$ cat config.mk
export PLATFORM = sky130hd
export DESIGN_NAME = sig_debounce_buf
export DESIGN_NICKNAME = d
export VERILOG_FILES = /design/src/rtl/sdb_pkg.sv /design/src/rtl/sdb_stack.sv /design/src/rtl/sdb_chan_bank.sv /design/src/rtl/sdb_host.sv /design/src/rtl/sig_debounce_buf.sv
export SDC_FILE = /design/constraint.sdc
export NUM_CORES = 1
export LEC_CHECK = 0
export BUFFER_PORTS_ARGS = -buffer_cell sky130_fd_sc_hd__buf_4
export CORE_AREA = 2 2 289 291
export CTS_BUF_LIST = sky130_fd_sc_hd__clkbuf_8
export CTS_CLUSTER_SIZE = 25
export DETAILED_ROUTE_END_ITERATION = 16
export DIE_AREA = 0 0 291 293
export MAX_ROUTING_LAYER = met4
export PLACE_DENSITY = 0.61
export REMOVE_ABC_BUFFERS = 1
export SKIP_CTS_REPAIR_TIMING = 1
export SYNTH_ARGS = -nofsm -noshare
export SYNTH_HDL_FRONTEND = slang
export SYNTH_SLANG_ARGS = --single-unit
$ cat constraint.sdc
create_clock -name clk -period 5.3 [get_ports clk]
set_input_delay 0.53 -clock clk [delete_from_list [all_inputs] [get_ports clk]]
set_output_delay 0.53 -clock clk [all_outputs]
set_load 0.05 [all_outputs]
$ cat src/rtl/sdb_pkg.sv
package sdb_pkg;
  localparam int ABCD_W = 4;

  typedef enum logic [1:0] {
    RG_CHAN = 2'b00,
    RG_DEB  = 2'b01,
    RG_STK  = 2'b10,
    RG_CTL  = 2'b11
  } region_e;

  localparam logic [1:0] CTL_CMD  = 2'd0;
  localparam logic [1:0] CTL_MODE = 2'd1;
  localparam logic [1:0] CTL_STAT = 2'd2;
  localparam logic [1:0] CTL_POP  = 2'd3;
endpackage

$ cat src/rtl/sdb_stack.sv
module sdb_stack #(
  parameter int DEPTH = 32,
  parameter int DW    = 9
) (
  input  logic          clk,
  input  logic          rst,
  input  logic          push_i,
  input  logic [DW-1:0] push_data_i,
  input  logic          pop_i,
  output logic [DW-1:0] pop_data_o,
  output logic          empty_o,
  output logic          drop_o
);
  localparam int AW = $clog2(DEPTH);

  logic [DW-1:0] mem [DEPTH];
  logic [AW-1:0] wr_ptr, rd_ptr;
  logic [AW:0]   count;
  logic          full, do_push, do_pop;

  assign full    = (count == (AW+1)'(DEPTH));
  assign empty_o = (count == '0);
  assign do_push = push_i && !full;
  assign do_pop  = pop_i && !empty_o;
  assign pop_data_o = empty_o ? '0 : mem[rd_ptr];

  always_ff @(posedge clk) begin
    if (do_push) mem[wr_ptr] <= push_data_i;
  end

  always_ff @(posedge clk) begin
    if (rst) begin
      wr_ptr <= '0;
      rd_ptr <= '0;
      count  <= '0;
      drop_o <= 1'b0;
    end else begin
      drop_o <= push_i && full;
      if (do_push) wr_ptr <= (wr_ptr == AW'(DEPTH-1)) ? '0 : wr_ptr + 1'b1;
      if (do_pop)  rd_ptr <= (rd_ptr == AW'(DEPTH-1)) ? '0 : rd_ptr + 1'b1;
      case ({do_push, do_pop})
        2'b10:   count <= count + 1'b1;
        2'b01:   count <= count - 1'b1;
        default: count <= count;
      endcase
    end
  end

  AST_NO_OVERFLOW: assert property (@(posedge clk) disable iff (rst)
    (push_i && full && !pop_i) |=> (count == (AW+1)'(DEPTH))) else $error("stack grew past depth");
  AST_EMPTY_POP: assert property (@(posedge clk) disable iff (rst)
    (pop_i && empty_o && !push_i) |=> empty_o) else $error("pop of empty stack moved count");
endmodule

$ cat src/rtl/sdb_chan_bank.sv
module sdb_chan_bank
  import sdb_pkg::*;
#(
  parameter int NCH  = 32,
  parameter int CH_W = 5
) (
  input  logic                   clk,
  input  logic                   rst,
  input  logic                   upd_i,
  input  logic [CH_W-1:0]        upd_ch_i,
  input  logic [ABCD_W-1:0]      upd_abcd_i,
  input  logic                   mf_end_i,
  input  logic                   frozen_i,
  input  logic                   all_mode_i,
  input  logic [NCH-1:0]         deb_en_i,
  input  logic [NCH-1:0]         stk_en_i,
  input  logic [CH_W-1:0]        rd_ch_i,
  output logic [2*ABCD_W-1:0]    rd_nib_o,
  output logic                   push_o,
  output logic [CH_W+ABCD_W-1:0] push_data_o,
  output logic                   change_o
);
  logic [ABCD_W-1:0] stage_q [NCH];
  logic [ABCD_W-1:0] in_q    [NCH];
  logic [ABCD_W-1:0] out_q   [NCH];
  logic              busy_q;
  logic [CH_W-1:0]   idx_q;

  logic [ABCD_W-1:0] cur_new, cur_in, cur_out, deb_out, nxt_out;
  logic              changed;

  assign cur_new = stage_q[idx_q];
  assign cur_in  = in_q[idx_q];
  assign cur_out = out_q[idx_q];

  for (genvar b = 0; b < ABCD_W; b++) begin : g_deb
    assign deb_out[b] = (cur_new[b] == cur_in[b]) ? cur_new[b] : cur_out[b];
  end

  assign nxt_out  = deb_en_i[idx_q] ? deb_out : cur_new;
  assign changed  = (nxt_out != cur_out);
  assign rd_nib_o = {out_q[rd_ch_i], in_q[rd_ch_i]};

  always_ff @(posedge clk) begin
    if (rst) begin
      for (int i = 0; i < NCH; i++) stage_q[i] <= '0;
    end else if (upd_i) begin
      stage_q[upd_ch_i] <= upd_abcd_i;
    end
  end

  always_ff @(posedge clk) begin
    if (rst) begin
      for (int i = 0; i < NCH; i++) begin
        in_q[i]  <= '0;
        out_q[i] <= '0;
      end
    end else if (busy_q && !frozen_i) begin
      in_q[idx_q]  <= cur_new;
      out_q[idx_q] <= nxt_out;
    end
  end

  always_ff @(posedge clk) begin
    if (rst) begin
      busy_q      <= 1'b0;
      idx_q       <= '0;
      push_o      <= 1'b0;
      push_data_o <= '0;
      change_o    <= 1'b0;
    end else begin
      push_o      <= busy_q && !frozen_i && stk_en_i[idx_q] && (all_mode_i || changed);
      push_data_o <= {idx_q, nxt_out};
      change_o    <= busy_q && stk_en_i[idx_q] && changed;
      if (busy_q) begin
        if (idx_q == CH_W'(NCH-1)) begin
          busy_q <= 1'b0;
          idx_q  <= '0;
        end else begin
          idx_q <= idx_q + 1'b1;
        end
      end else if (mf_end_i) begin
        busy_q <= 1'b1;
        idx_q  <= '0;
      end
    end
  end

  AST_SWEEP_ENDS: assert property (@(posedge clk) disable iff (rst)
    (busy_q && idx_q == CH_W'(NCH-1)) |=> !busy_q) else $error("sweep overran");
  AST_SWEEP_STEP: assert property (@(posedge clk) disable iff (rst)
    (busy_q && idx_q != CH_W'(NCH-1)) |=> (busy_q && idx_q == $past(idx_q) + 1'b1)) else $error("sweep skipped");
  AST_DEB_AGREE: assert property (@(posedge clk) disable iff (rst)
    (busy_q && !frozen_i && deb_en_i[idx_q] && cur_new == cur_in)
      |=> (out_q[$past(idx_q)] == $past(cur_new))) else $error("debounce did not follow");
endmodule

$ cat src/rtl/sdb_host.sv
module sdb_host
  import sdb_pkg::*;
#(
  parameter int NCH  = 32,
  parameter int CH_W = 5,
  parameter int DW   = 9
) (
  input  logic                clk,
  input  logic                rst,
  input  logic                we_i,
  input  logic                re_i,
  input  logic [CH_W+1:0]     addr_i,
  input  logic [1:0]          wdata_i,
  input  logic [2*ABCD_W-1:0] rd_nib_i,
  input  logic [DW-1:0]       pop_data_i,
  input  logic                empty_i,
  input  logic                drop_i,
  input  logic                change_i,
  output logic [CH_W-1:0]     rd_ch_o,
  output logic                pop_o,
  output logic                frozen_o,
  output logic                all_mode_o,
  output logic [NCH-1:0]      deb_en_o,
  output logic [NCH-1:0]      stk_en_o,
  output logic [DW-1:0]       rdata_o,
  output logic                irq_o
);
  region_e          region;
  logic [CH_W-1:0]  idx;
  logic [1:0]       ctl_sel;
  logic             stat_rd;
  logic             pending_q, ovf_q;

  assign region  = region_e'(addr_i[CH_W+1:CH_W]);
  assign idx     = addr_i[CH_W-1:0];
  assign ctl_sel = addr_i[1:0];
  assign rd_ch_o = idx;
  assign pop_o   = re_i && region == RG_CTL && ctl_sel == CTL_POP;
  assign stat_rd = re_i && region == RG_CTL && ctl_sel == CTL_STAT;
  assign irq_o   = pending_q;

  always_ff @(posedge clk) begin
    if (rst) begin
      frozen_o   <= 1'b0;
      all_mode_o <= 1'b0;
      deb_en_o   <= '0;
      stk_en_o   <= '0;
    end else if (we_i) begin
      case (region)
        RG_DEB: deb_en_o[idx] <= wdata_i[0];
        RG_STK: stk_en_o[idx] <= wdata_i[0];
        RG_CTL: begin
          if (ctl_sel == CTL_CMD) begin
            if (wdata_i[0])      frozen_o <= 1'b1;
            else if (wdata_i[1]) frozen_o <= 1'b0;
          end else if (ctl_sel == CTL_MODE) begin
            all_mode_o <= wdata_i[0];
          end
        end
        default: ;
      endcase
    end
  end

  always_ff @(posedge clk) begin
    if (rst) begin
      pending_q <= 1'b0;
      ovf_q     <= 1'b0;
    end else begin
      if (change_i)     pending_q <= 1'b1;
      else if (stat_rd) pending_q <= 1'b0;
      if (drop_i)       ovf_q <= 1'b1;
      else if (stat_rd) ovf_q <= 1'b0;
    end
  end

  always_ff @(posedge clk) begin
    if (rst) begin
      rdata_o <= '0;
    end else if (re_i) begin
      case (region)
        RG_CHAN: rdata_o <= DW'(rd_nib_i);
        RG_DEB:  rdata_o <= DW'(deb_en_o[idx]);
        RG_STK:  rdata_o <= DW'(stk_en_o[idx]);
        default: begin
          case (ctl_sel)
            CTL_CMD:  rdata_o <= DW'(frozen_o);
            CTL_MODE: rdata_o <= DW'(all_mode_o);
            CTL_STAT: rdata_o <= DW'({ovf_q, empty_i, pending_q});
            default:  rdata_o <= pop_data_i;
          endcase
        end
      endcase
    end
  end

  AST_FRZ_ON: assert property (@(posedge clk) disable iff (rst)
    (we_i && region == RG_CTL && ctl_sel == CTL_CMD && wdata_i[0]) |=> frozen_o) else $error("freeze-on lost");
  AST_IRQ_SET: assert property (@(posedge clk) disable iff (rst)
    change_i |=> irq_o) else $error("change not flagged");
endmodule

$ cat src/rtl/sig_debounce_buf.sv
module sig_debounce_buf
  import sdb_pkg::*;
#(
  parameter int NCH       = 32,
  parameter int STK_DEPTH = 32,
  parameter int CH_W      = $clog2(NCH),
  parameter int DW        = CH_W + ABCD_W
) (
  input  logic              clk,
  input  logic              rst,
  input  logic              sig_upd_i,
  input  logic [CH_W-1:0]   sig_ch_i,
  input  logic [ABCD_W-1:0] sig_abcd_i,
  input  logic              mf_end_i,
  input  logic              host_we_i,
  input  logic              host_re_i,
  input  logic [CH_W+1:0]   host_addr_i,
  input  logic [1:0]        host_wdata_i,
  output logic [DW-1:0]     host_rdata_o,
  output logic              frz_o,
  output logic              irq_o
);
  logic [CH_W-1:0]     rd_ch;
  logic [2*ABCD_W-1:0] rd_nib;
  logic                push, pop, empty, drop, change, all_mode;
  logic [DW-1:0]       push_data, pop_data;
  logic [NCH-1:0]      deb_en, stk_en;

  sdb_chan_bank #(.NCH(NCH), .CH_W(CH_W)) u_bank (
    .clk(clk), .rst(rst),
    .upd_i(sig_upd_i), .upd_ch_i(sig_ch_i), .upd_abcd_i(sig_abcd_i),
    .mf_end_i(mf_end_i), .frozen_i(frz_o), .all_mode_i(all_mode),
    .deb_en_i(deb_en), .stk_en_i(stk_en),
    .rd_ch_i(rd_ch), .rd_nib_o(rd_nib),
    .push_o(push), .push_data_o(push_data), .change_o(change)
  );

  sdb_stack #(.DEPTH(STK_DEPTH), .DW(DW)) u_stack (
    .clk(clk), .rst(rst),
    .push_i(push), .push_data_i(push_data),
    .pop_i(pop), .pop_data_o(pop_data),
    .empty_o(empty), .drop_o(drop)
  );

  sdb_host #(.NCH(NCH), .CH_W(CH_W), .DW(DW)) u_host (
    .clk(clk), .rst(rst),
    .we_i(host_we_i), .re_i(host_re_i), .addr_i(host_addr_i), .wdata_i(host_wdata_i),
    .rd_nib_i(rd_nib), .pop_data_i(pop_data), .empty_i(empty),
    .drop_i(drop), .change_i(change),
    .rd_ch_o(rd_ch), .pop_o(pop), .frozen_o(frz_o), .all_mode_o(all_mode),
    .deb_en_o(deb_en), .stk_en_o(stk_en),
    .rdata_o(host_rdata_o), .irq_o(irq_o)
  );

  AST_FROZEN_NO_PUSH: assert property (@(posedge clk) disable iff (rst)
    $past(frz_o) |-> !push) else $error("push while frozen");
endmodule

**After elaboration in Yosys (flattened, before gate mapping)**

Memory sizes are Yosys's and may differ from the RTL's. A register that Yosys moved wholly into a read port is not among the register bits.
Cells that the tools add are included.

- Multiplexer cells: 61
- Add/subtract/negate cells: 5
- Reductions and logical operators: 31
- Equal/unequal tests: 17
- Order comparisons: 3
- Bitwise operators: 1

Operator list:

| cell | number |
|---|---|
| $mux W5 | 16 |
| $bwmux W32 | 2 |
| $pmux W9 S3 | 2 |
| $mux W1 | 30 |
| $bmux W1 S5 | 4 |
| $mux W4 | 4 |
| $add A5 B1 Y5 const B | 3 |
| $eq A5 B5 Y1 const B | 3 |
| $logic_and A1 B1 Y1 | 12 |
| $lt A5 B6 Y1 const B | 2 |
| $pmux W6 S2 | 1 |
| $reduce_or A4 Y1 | 3 |
| $eq A2 B2 Y1 const B | 5 |
| $reduce_bool A2 Y1 | 5 |
| $mux W9 | 1 |
| $reduce_and A4 Y1 | 2 |
| $add A6 B1 Y6 const B | 1 |
| $eq A2 B1 Y1 const B | 3 |
| $eq A6 B6 Y1 const B | 1 |
| $logic_not A6 Y1 | 1 |
| $sub A6 B1 Y6 const B | 1 |
| $demux W1 S5 | 1 |
| $ge A5 B1 Y1 const B | 1 |
| $eq A1 B1 Y1 | 4 |
| other kinds (6) | 10 |

- RAM bits: 672
- Input port bits: 24
- Flip-flop bits (word level): 111
- Memories kept: 4
- Output and inout bits: 11

Memories:

| memory | depth | width | read ports | clocked after Yosys merged registers in | write ports | line | RTL |
|---|---|---|---|---|---|---|---|
| u_stack.mem | 32 | 9 | 1 | 1 | 1 | sdb_stack.sv:16 | `logic [DW-1:0] mem [DEPTH];` |
| u_bank.in_q | 32 | 4 | 2 | 1 | 32 | sdb_chan_bank.sv:24 | `logic [ABCD_W-1:0] in_q [NCH];` |
| u_bank.out_q | 32 | 4 | 2 | 1 | 32 | sdb_chan_bank.sv:25 | `logic [ABCD_W-1:0] out_q [NCH];` |
| u_bank.stage_q | 32 | 4 | 1 | 1 | 32 | sdb_chan_bank.sv:23 | `logic [ABCD_W-1:0] stage_q [NCH];` |

**Longest topological paths before layout**

- Word-level depth: 7
- Mapped depth: 15
- Mapped depth without buffers: 12

**Cells and area by module**

From an unflattened synthesis, not the netlist that was laid out.

- Cells, all modules: 2538
- Area total of the unflattened synthesis: 37267.0 µm²

By module, submodules not included:

| module | area an instance (µm²) | sequential area each (µm²) | instances | cells an instance |
|---|---|---|---|---|
| sdb_chan_bank | 21013.9 | 11971.5 | 1 | 1514 |
| sdb_stack | 12380.6 | 9088.7 | 1 | 621 |
| sdb_host | 3872.5 | 1541.5 | 1 | 403 |

**Worst setup path after synthesis**

No wires, ideal clock.

- Kind: input port to flip-flop
- Start point: input host_addr_i[0]
- End point: register u_stack.count[4]
- Data arrival time: 3371 ps
- Buffers on the path: 2
- Cell stages on the path: 14
- Setup slack: 1802 ps
- Cell sequence: buf_2 nand2_1 a311oi_4 nand2_1 inv_2 ha_1 buf_2 xor2_1 ha_1 o41ai_1 nor2_1 a2111oi_0 xnor2_1 nor2_1

- Word-level cells in the longest chain between the ends: 5
- Elaborated cells between the ends (all ways): 7
- Those cells by class: eq/ne (3); mux (1); reduce/logical (3)

Ends and longest elaborated chain:

| what | line | RTL |
|---|---|---|
| start, declared | sig_debounce_buf.sv:17 | `input logic [CH_W+1:0] host_addr_i,` |
| $eq A2 B2 Y1 (*) | sdb_host.sv:38 | `assign pop_o = re_i && region == RG_CTL && ctl_sel == CTL_POP;` |
| $logic_and A1 B1 Y1 (*) | sdb_host.sv:38 |  |
| $logic_and A1 B1 Y1 (*) | sdb_stack.sv:24 | `assign do_pop = pop_i && !empty_o;` |
| named net u_stack.do_pop | sdb_stack.sv:19 | `logic full, do_push, do_pop;` |
| $eq A2 B1 Y1 / $eq A2 B2 Y1 (equally long branches) | sdb_stack.sv:41 | `case ({do_push, do_pop})` |
| $pmux W6 S2 / $reduce_bool A2 Y1 (equally long branches) | -- |  |
| end signal, assigned | sdb_stack.sv:42 | `2'b10: count <= count + 1'b1;` |
| end signal, assigned | sdb_stack.sv:43 | `2'b01: count <= count - 1'b1;` |
| end signal, assigned | sdb_stack.sv:44 | `default: count <= count;` |
| end, declared | sdb_stack.sv:18 | `logic [AW:0] count;` |

The timed path passes the listed nets; every way through them passes the cells marked *.
A chain may end at the register's enable or synchronous reset.

==> flow_summary.ini <==
[status]
run_status = finished clean

[setup_path]
reg2reg_setup_slack_ns = 1.13
number_of_cells_traversed_by_the_worst_register_to_register_path = 8
worstPathCellList = buf_4, mux4_2, mux2i_1, o22ai_1, or3_4, o21ai_2, buf_12, nor2_1
cpPeakStageDelay_ns = 0.92
critical-path-slowest-cell = dfxtp_4
timing.critical_path.to_type = register
start_kind = register
sum_of_buffers_and_inverters_on_the_critical_path = 2
critPathTopFamily = flip-flops
cp_data_required_time_ns = 5.80
path_max_fanout = 49
ws_path_type = reg -> reg
reg2reg_to = u_bank.out_q[30][1]
arrival_ns = 4.67

[sta]
max_slew_margin = 0.0934
fin_setup_tns_ns = 0
final.setup_skew_ns = 0.0341
layout_worst_path_cycle_share = 0.786
setup_repair_after_global_routing_missed_its_margin = false
setup_violations = 0
final_period_minus_worst_setup_slack_ns = 4.17
worst_slew_pin_tran_ns = 1.35
timing_hold_violations_final = 0
clock.fmax_mhz = 240
slew_viol_final = 0

[pwr]
peakVddDrop_mv = 0.193
power.total_mw = 12.9
total_leakage_power_nw = 13.0
power_per_cell_area_mw_per_mm2 = 323

[synthesis]
synth_flop_cell = edfxtp_1
synthesis.area_per_instance_sq_um = 14.9
syn_inst = 2459
synth_seq_area_share = 0.617
yosys.area_share.xor_xnor = 0.00167
dominant_combinational_cell_family_by_area_after_synthesis = multiplexers
post_synth_fa_ha_maj_area_fraction = 0.00478
synth_compound_gate_area_share = 0.0607
post_synthesis_register_bit_count = 793
synthesis.yosys.warnings = 0
synth_edf_count = 672
synth-async-reset-ratio = 0
synth.area.mux_share = 0.189
post_synthesis_instance_area_sq_mm = 0.0366
synth_cell_types = 81
synth_simple_gate_area_share = 0.0971

[global_route]
grt.overflow.total = 0
grtUsageTotal = 0.241
first_global_vias = 22400
grt_first_pass_wirelength_microns = 147000
grt_start_max_net_pins = 59
antenna_violations_before_repair = 5

[cts]
cts.sink_count = 793
path_clk_slew_ns = 0.06
number_of_buffers_added_by_the_clock_tree_synthesis_step = 133
clk_root_buffer_cell = clkbuf_8
worst_skew_pair.late_latency_ns = 0.79
cts_max_level = 4
clock_path_buffers = 3
tritoncts = yes

[floorplan]
io-pin-count = 35
floorplan.initialDensity = 0.448
die_area_sq_mm = 0.0853
die_h_microns = 293
floorplan.die.width_microns = 291
floorplan.core_area_sq_mm = 0.0818
fp-row-count = 105

[min_path]
hold_path_depth = 3
holdPathEnd = u_bank.busy_q
hold_path_startpoint = mf_end_i
timing.hold.worst.class = in -> reg

[placed_design]
dp_cells = 3421
place.gp.congestion = 0.935
place_area_sq_mm = 0.0377
placement.io_buffers = 34
post-dp-hpwl_microns = 64700

[cells_and_area]
finalNetCount = 2524
final_std_cells_w_o_fill = 3656
drive_above_1_share = 0.224
filler_cell_count = 6908
final_util = 0.490
postLayoutCellArea_sq_mm = 0.0401
areaGrowthSynthToFinish_pct = 9.52

[detailed_routing]
drt_pre_antenna_iters = 5
drt_iter0_markers = 3000
vias_per_cell = 6.19
drt-total-wl_microns = 99800
wl_per_cell_microns = 27.3
antenna_violating_nets_post_route = 0
route.detailed.drc = 0
dr_total_vias = 22600

[run]
drv.max_cap_violation_count = 0
worst reg2reg max path, stage by stage (launching register included):
cell and delay [ns]:
dfxtp_4 0.92, buf_4 0.61, mux4_2 0.39, mux2i_1 0.32
o22ai_1 0.15, or3_4 0.43, o21ai_2 0.76, buf_12 0.26
nor2_1 0.08
cells in the mapped netlist, types with 17 or more instances:
library cell  count  area (sq um)
a211oi_1         73           548
a21oi_1         105           526
a22oi_1          48           360
and2_1          133           832
buf_2            30           150
buf_6            25           282
clkbuf_1         97           364
dfxtp_1         121          2420
edfxtp_1        672         20200
inv_1            19          71.3
mux2_2           17           191
mux2i_1          48           480
mux4_1           19           499
mux4_2          253          5700
nand2_1         120           450
nor2_1          373          1400
nor3_1           21           105
o21ai_0          47           235
worst max path at each step:
stage | cells after the start | end | slack [ns]
after floorplan | 7 | u_bank.out_q[0][0] | -1.37
after global placement | 13 | u_stack.count[4] | 0.98
after detailed placement | 13 | u_stack.count[4] | 0.88
after CTS | 9 | u_bank.out_q[30][1] | 1.17
after global routing | 8 | u_bank.out_q[20][3] | 0.88
final | 8 | u_bank.out_q[30][1] | 1.13
flip-flops by register name (all words and copies together), names as in the netlist, named ones only:
register,count
u_bank.out_q,128
u_stack.drop_o,1
u_bank.push_data_o,9
u_bank.busy_q,1
u_stack.mem,288
u_host.ovf_q,1
u_bank.change_o,1
u_host.frozen_o,1
u_stack.rd_ptr,5
u_bank.in_q,128
u_host.irq_o,1
u_stack.wr_ptr,5
u_bank.push_o,1
u_host.stk_en_o,32
u_host.all_mode_o,1
u_stack.count,6
u_host.deb_en_o,32
u_bank.idx_q,5
u_host.rdata_o,9
u_bank.stage_q,128
area by class of cell:
| cell class | count | area [sq um] | share of cell area |
|---|---|---|---|
| antenna | 4 | 10.0 | 0.000249 |
| sequential | 793 | 22600 | 0.564 |
| timing repair buffer | 77 | 619 | 0.0154 |
| multi-input combinational | 1458 | 13000 | 0.324 |
| clock inverter | 87 | 478 | 0.0119 |
| clock buffer | 144 | 1980 | 0.0494 |
| tap | 1070 | 1340 | 0.0334 |
| inverter | 23 | 86.3 | 0.00215 |
kinds of logic (layout without fill, tap and decap cells):
family          count (synthesis)  count (layout)
flops                         793             793
simple gates                  762             762
mux                           339             339
compound gates                336             336
buf+inv                       208             331
fa+ha+maj                      14              14
xor+xnor                        7               7
other cells                     0               4
through the flow:
| stage | worst slack (ns) | hold slack, ns |
|---|---|---|
| finish | 1.13 | 0.0749 |
| global route | 0.879 | 0.0528 |
| CTS | 1.17 | 0.00137 |
| detailed placement | 0.879 | 0.445 |
| global placement | 0.976 | 0.429 |
| floorplan | -1.37 | 0.413 |
metal layers:
layer  global-route usage  vias to the layer above  share of wire
met5                    -                        -              0
met4               0.0971                        0          0.038
li1                     -                     9625              -
met3               0.0445                      231          0.087
met1                0.317                    11600           0.40
met2                0.375                     1189           0.48
report_power, final:
part,internal [mW],switching [mW],leakage (nW)
Sequential,6.89,0.117,7.43
Clock,2.65,2.49,1.43
Combinational,0.270,0.525,4.16
Total,9.81,3.13,13.0
layout by cell type, fill, tap and decap left out, drive strengths merged, types with 5 or more instances in the layout:
cell	count
o21ai	52
buf	77
edfxtp	672
mux4	273
dfxtp	121
nand4	13
inv	69
a221oi	5
and2	133
a21oi	106
nand2	120
mux2	18
nand2b	8
nor3b	10
o22ai	10
nor3	21
nor2b	10
clkinv	34
and3	7
o211ai	5
nand3	17
mux2i	48
nor2	384
a211oi	74
or3	8
ha	14
a31oi	7
a22oi	48
nand3b	9
clkbuf	144
Power figures use the tool's default switching activity.
